### src/rtl/dly_pkg.sv
package dly_pkg;
  parameter int DLY_CODE_W = 8;
  typedef enum logic { SEC_REF = 1'b0, SEC_PWM = 1'b1 } sec_mode_e;
endpackage

### src/rtl/dly_tap_line.sv
module dly_tap_line #(
  parameter int CODE_W = 8,
  localparam int DEPTH = 2 ** CODE_W
) (
  input  logic              clk,
  input  logic              rst_n,
  input  logic              sample_in,
  input  logic [CODE_W-1:0] sel,
  output logic              tap_zero,
  output logic              tap_one,
  output logic              tap_sel
);
  logic [DEPTH-1:0] stage;

  always_ff @(posedge clk) begin
    if (!rst_n) stage[0] <= 1'b0;
    else        stage[0] <= sample_in;
  end

  for (genvar g = 1; g < DEPTH; g++) begin : g_stage
    always_ff @(posedge clk) begin
      if (!rst_n) stage[g] <= 1'b0;
      else        stage[g] <= stage[g-1];
    end
  end

  assign tap_zero = stage[0];
  assign tap_one  = stage[1];
  assign tap_sel  = stage[sel];
endmodule

### src/rtl/dly_pwm_gen.sv
module dly_pwm_gen #(
  parameter int CODE_W = 8
) (
  input  logic              clk,
  input  logic              rst_n,
  input  logic              level_now,
  input  logic              level_prev,
  input  logic [CODE_W-1:0] length,
  output logic              active
);
  logic [CODE_W-1:0] remain;
  logic              rise;

  assign rise = level_now & ~level_prev;

  always_ff @(posedge clk) begin
    if (!rst_n)              remain <= '0;
    else if (rise)           remain <= length;
    else if (remain != '0)   remain <= remain - 1'b1;
  end

  assign active = (remain != '0);
endmodule

### src/rtl/dly_settle_mon.sv
module dly_settle_mon #(
  parameter int CODE_W = 8,
  localparam int DEPTH = 2 ** CODE_W
) (
  input  logic              clk,
  input  logic              rst_n,
  input  logic [CODE_W-1:0] code,
  output logic              settled
);
  localparam logic [CODE_W:0] FULL = (CODE_W+1)'(DEPTH);

  logic [CODE_W-1:0] code_seen;
  logic [CODE_W:0]   age;

  always_ff @(posedge clk) begin
    if (!rst_n) begin
      code_seen <= '0;
      age       <= '0;
    end else begin
      code_seen <= code;
      if (code != code_seen) age <= '0;
      else if (age != FULL)  age <= age + 1'b1;
    end
  end

  assign settled = (age == FULL);
endmodule

### src/rtl/prog_delay_pulse.sv
module prog_delay_pulse #(
  parameter int CODE_W = dly_pkg::DLY_CODE_W
) (
  input  logic              clk,
  input  logic              rst_n,
  input  logic              din,
  input  logic [CODE_W-1:0] code,
  input  logic              invert_main,
  input  logic              pwm_sel,
  output logic              dout,
  output logic              sec_out,
  output logic              settled
);
  import dly_pkg::*;

  logic      tap_zero, tap_one, tap_sel;
  logic      main_q, ref_q;
  logic      pulse_active;
  sec_mode_e sec_mode;

  assign sec_mode = sec_mode_e'(pwm_sel);

  dly_tap_line #(.CODE_W(CODE_W)) u_line (
    .clk(clk), .rst_n(rst_n), .sample_in(din), .sel(code),
    .tap_zero(tap_zero), .tap_one(tap_one), .tap_sel(tap_sel)
  );

  dly_pwm_gen #(.CODE_W(CODE_W)) u_pwm (
    .clk(clk), .rst_n(rst_n), .level_now(tap_zero), .level_prev(tap_one),
    .length(code), .active(pulse_active)
  );

  dly_settle_mon #(.CODE_W(CODE_W)) u_settle (
    .clk(clk), .rst_n(rst_n), .code(code), .settled(settled)
  );

  always_ff @(posedge clk) begin
    if (!rst_n) begin
      main_q <= 1'b0;
      ref_q  <= 1'b0;
    end else begin
      main_q <= tap_sel ^ invert_main;
      ref_q  <= tap_zero;
    end
  end

  assign dout    = main_q;
  assign sec_out = (sec_mode == SEC_PWM) ? pulse_active : ref_q;
endmodule

### config.mk
export PLATFORM = sky130hd
export DESIGN_NAME = prog_delay_pulse
export DESIGN_NICKNAME = d
export VERILOG_FILES = /design/src/rtl/dly_pkg.sv /design/src/rtl/dly_tap_line.sv /design/src/rtl/dly_pwm_gen.sv /design/src/rtl/dly_settle_mon.sv /design/src/rtl/prog_delay_pulse.sv
export SDC_FILE = /design/constraint.sdc
export NUM_CORES = 1
export LEC_CHECK = 0
export ABC_AREA = 0
export ABC_CLOCK_PERIOD_IN_PS = 5800
export CAP_MARGIN = 20
export CORE_ASPECT_RATIO = 0.5
export CORE_UTILIZATION = 50
export CTS_CLUSTER_SIZE = 24
export DETAILED_ROUTE_END_ITERATION = 10
export GPL_TIMING_DRIVEN = 1
export PLACE_DENSITY_LB_ADDON = 0.08
export SYNTH_ARGS = -nofsm -noshare
export SYNTH_HDL_FRONTEND = slang
export SYNTH_SLANG_ARGS = --single-unit
### constraint.sdc
create_clock -name clk -period 5.8 [get_ports clk]
set_clock_uncertainty 0.15 [all_clocks]
set_input_delay 0.87 -clock clk [delete_from_list [all_inputs] [get_ports clk]]
set_output_delay 0.87 -clock clk [all_outputs]
set_load 0.03 [all_outputs]
After elaboration in Yosys (flattened, before gate mapping)
Index checks and enable logic that the tools add are counted.
Storage, ports and cells
  memories kept: 0
  ROM bits: 0
  register bits: 282
  logic and storage cells: 278
  RAM bits: 0
  bits in latches: 0
Operators by class
  eq/ne operators: 3
  reductions and logical operators: 3
  divide/modulo/power cells: 0
  shifts and indexed selects: 0
  bitwise gates (word level): 4
  muxes and demuxes: 5
  multiply operators: 0
  magnitude comparators: 1
  add/subtract/negate cells: 2
Operators by type and width (count)
  8-bit 2-to-1 mux: 2
  9-bit by 1-bit adder with 9-bit output (second input constant): 1
  9-bit == test (second input constant): 1
  8-bit by 9-bit less-than comparator with 1-bit output (second input constant): 1
  9-bit inequality test (second input constant): 1
  1-bit binary-select mux with 8-bit select: 1
  8-bit inequality test: 1
  8-bit nonzero test: 1
  8-bit by 1-bit subtractor with 8-bit output (second input constant): 1
  1-bit 2-to-1 mux: 2
  1-bit inverter: 2
  2-bit nonzero test: 1
  2-bit OR reduction: 1
  1-bit AND: 1
  1-bit XOR: 1

Logic depth before layout (Yosys ltp)
  depth in word-level cells: 3
  depth in mapped cells: 10

By module
From an unflattened synthesis, not the netlist that was laid out.
Second synthesis, totals
  cells, all modules: 895
  area, all modules: 10373.7 um2
By module, submodules not included
  dly_tap_line: times used 1, sequential area each 5124.9 um2, cells each 760, area an instance 9053.7 um2
  dly_settle_mon: times used 1, sequential area each 340.3 um2, cells each 78, area an instance 774.5 um2
  dly_pwm_gen: times used 1, sequential area each 160.2 um2, cells each 51, area an instance 469.2 um2
  prog_delay_pulse: times used 1, sequential area each 40.0 um2, cells each 6, area an instance 76.3 um2

Worst setup path after synthesis
No wires, ideal clock.
  path type: input-to-reg
  start point: input port code[0]
  end point: register main_q, in the netlist dout
  data required time: 5.522 ns
  arrival: 2.466 ns
  setup slack: 3.056 ns
  setup time: 0.128 ns
  cell stages on the path: 9
  cell sequence: buf_6 -> buf_12 -> buf_12 -> mux4_2 -> a221oi_2 -> o21ai_1 -> a21oi_2 -> o32ai_1 -> mux2i_1
On the way
  word-level cells in the longest chain between the ends: 3
RTL lines
  start: declaration: RTL line prog_delay_pulse.sv:7  | input logic [CODE_W-1:0] code,
  1-bit binary-select mux with 8-bit select: RTL line dly_tap_line.sv:29  | assign tap_sel = stage[sel];
  1-bit 2-to-1 mux (implied by the code): RTL line dly_tap_line.sv:29
  1-bit XOR: RTL line prog_delay_pulse.sv:42  | main_q <= tap_sel ^ invert_main;
  end signal: assignment: RTL line prog_delay_pulse.sv:42
  end: declaration: RTL line prog_delay_pulse.sv:17  | logic main_q, ref_q;
No other way between the ends. The select of a mux whose other input is x is not followed.
A chain may end at the register's enable or synchronous reset.

Final worst setup path
  start point: register u_pwm.remain[2]
  end point: output port sec_out
On the way
  word-level cells in the longest chain between the ends: 2
RTL lines
  start: declaration: RTL line dly_pwm_gen.sv:11  | logic [CODE_W-1:0] remain;
  start signal: assignment: RTL line dly_pwm_gen.sv:18  | else if (rise) remain <= length;
  start signal: assignment: RTL line dly_pwm_gen.sv:19  | else if (remain != '0) remain <= remain - 1'b1;
  8-bit nonzero test: RTL line dly_pwm_gen.sv:22  | assign active = (remain != '0);
  1-bit 2-to-1 mux: RTL line prog_delay_pulse.sv:48  | assign sec_out = (sec_mode == SEC_PWM) ? pulse_active : ref_q;
  end: declaration: RTL line prog_delay_pulse.sv:11  | output logic sec_out,
No other way between the ends.

==> results.toml <==
[worst_setup_path]
end_kind = "output port"
cp-startpoint = "u_pwm.remain[2]"
crit_path_top_delay_cell = "or4_1"
max_stage_delay_ns = 0.61
start_kind = "flop"
arrival_ns = 2.78
rrSetupSlack_ns = 3.54
r2r_cells = 6
reg2reg_to = "u_pwm.remain[3]"
r2r-start = "u_pwm.remain[2]"
critPathRequiredTime_ns = 4.78
endpoint = "sec_out"
crit_chain = "or4_1 -> nor4b_4 -> a21oi_1 -> clkdlybuf4s50_1"
crit_path_max_fanout = 10
criticalPathCategory = "flop to output port"

[synth]
synth_edf_count = 0
synth_top_area_frac = 0.542
syn_area_sq_mm = 0.0104
synthFlopType = "dfxtp_1"
syn_area_per_cell_sq_um = 12.3
ys_seq_elements = 282
synthTopCellsByArea = "dfxtp_1, and2_1, mux4_2"
ys_types = 50
synth_warnings = 0
async_reset_ff_frac = 0
syn_nets = 864
ys_top_cells_by_count = "dfxtp_1, and2_1, mux4_2"
yosysSeqAreaShare = 0.542
synth_cells = 847
synth_most_common_cell = "dfxtp_1"
yosysTopAreaCell = "dfxtp_1"

[die]
ioPinCount = 16
die_area_sq_mm = 0.0214
initial_core_util = 0.523
fp.dieW_microns = 206
rows = 36
coreArea_sq_mm = 0.0199
die_h_microns = 104

[finish]
multi_input_area_sq_mm = 0.00440
utilization = 0.577
area_delta_synth_final_pct = 10.4
num_antenna_cells = 0
ff_latch_area_sq_mm = 0.00565
final_nets = 858
fill_cells = 1671
layout-drive-gt1-share = 0.126

[drt]
drt-initial-drc-count = 441
wirelength_microns = 18900
first_pass_iters = 4
drcViolationCount = 0
antenna_left = 0
vias = 5865
vias_per_cell = 5.21
wire_per_inst_microns = 16.8

[clock_tree]
cts_tree = "yes"
cts_buffers = 25
cts_max_level = 1
cts.clk_slew.worst_paths_ns = 0.07
clock-sinks = 282
clock_path_buffers = 3
ctsHoldBuffers = 0
clock_latency_ns = 0.52
cts_resized = 0
cts_root_buffer = "clkbuf_16"
cts_setup_buffers = 0

[grt]
grt_usage = 0.182
grt_overflow_total = 0
grt_pass1_wl_microns = 30800
grt_max_degree = 130
grt_pass1_vias = 5653
antenna_found_initial = 0

[pwr]
p_leak_nw = 4.64
powerDensity_mw_per_mm2 = 356
vdd_drop_max_mv = 0.177
p_total_mw = 4.09

[run_status]
run_status = "completed"

[sta]
setup_violations = 0
finalSetupTns_ns = 0
fin_crit_sh = 0.655
worst_pin_slew_ns = 0.865
fin_crit_ns = 3.80
finalMaxSlewViolations = 0
holdWs_ns = 0.298
max_freq_mhz = 263
hold_violations = 0
rsz0062_at_grt = "no"
slew_headroom = 0.421
timing.final.ws_setup_ns = 2.00

[placed_design]
dp_hpwl_microns = 11200
post-place-ws_ns = 1.89
place.gp.congestion = 0.802
portBuffers = 15

[worst_hold_path]
worstHoldPathType = "flop to flop"
min_path_cells = 1

[run]
drv_cap = 0
==> final cells by class <==
type / count / area share
Tap cell: 266 / 0.0290
Inverter: 6 / 0.00196
Clock buffer: 38 / 0.0683
Timing Repair Buffer: 21 / 0.0168
Sequential cell: 282 / 0.491
Multi-Input combinational cell: 505 / 0.383
Clock inverter: 7 / 0.00958
==> registers in the layout, indices dropped and copies added, names as in the netlist <==
register and count:
u_line.tap_zero 1, u_settle.age 9, u_line.tap_one 1, u_settle.code_seen 8
u_line.stage 254, u_pwm.remain 8, dout 1
==> through the flow <==
stage	area [sq um]	cells
floorplan	10400	847
global placement	10600	1080
detailed placement	10600	1080
CTS	11500	1125
global route	11500	1125
finish	11500	1125
==> logic make-up after synthesis <==
group / share of synthesized area
compound gates: 0.0365
xor+xnor: 0.0168
fa+ha+maj: 0.00481
buf+inv: 0.0347
flops: 0.542
mux: 0.166
simple gates: 0.199
==> metal layers <==
| metal | global-route usage | share of wire |
|---|---|---|
| met2 | 0.254 | 0.41 |
| met1 | 0.285 | 0.53 |
| met3 | 0.0376 | 0.044 |
| met5 | 0 | 0 |
| met4 | 0.0399 | 0.017 |
==> where the power goes <==
part / leakage, nW / total (mW) / internal (mW) / switching, mW
Clock: 0.448 / 1.76 / 1.06 / 0.702
Combinational: 1.92 / 0.334 / 0.148 / 0.185
Sequential: 2.28 / 2.00 / 1.97 / 0.0284
Total: 4.64 / 4.09 / 3.18 / 0.915
==> critical path, delay by kind of cell (launching register included) <==
kind	cells	cell delay [ns]
compound gates	1	0.14
simple gates	2	1.17
flops	1	0.34
buf+inv	1	0.61
==> how the worst min path moves through the flow <==
stage | endpoint | start | slack (ns)
2_1_floorplan | u_line.stage[110] | u_line.stage[109] | 0.28
3_3_place_gp | u_line.stage[175] | u_line.stage[174] | 0.28
3_5_place_dp | u_line.stage[91] | u_line.stage[90] | 0.29
4_1_cts | u_line.stage[233] | u_line.stage[232] | 0.30
5_1_grt | u_line.stage[91] | u_line.stage[90] | 0.31
6_report | u_line.stage[233] | u_line.stage[232] | 0.30
==> placed cells by master, fill, tap and decap left out, types with 9 or more instances in the layout <==
cell type        instances
a21oi_1                 11
and2_1                 268
clkbuf_16               25
clkbuf_8                11
clkdlybuf4s50_1         11
dfxtp_1                282
mux2i_1                 20
mux4_1                  17
mux4_2                  45
nand2_1                 13
nor2_1                  17
nor2b_1                  9
xor2_1                  15
No activity file was read; power rests on OpenSTA's default activity.
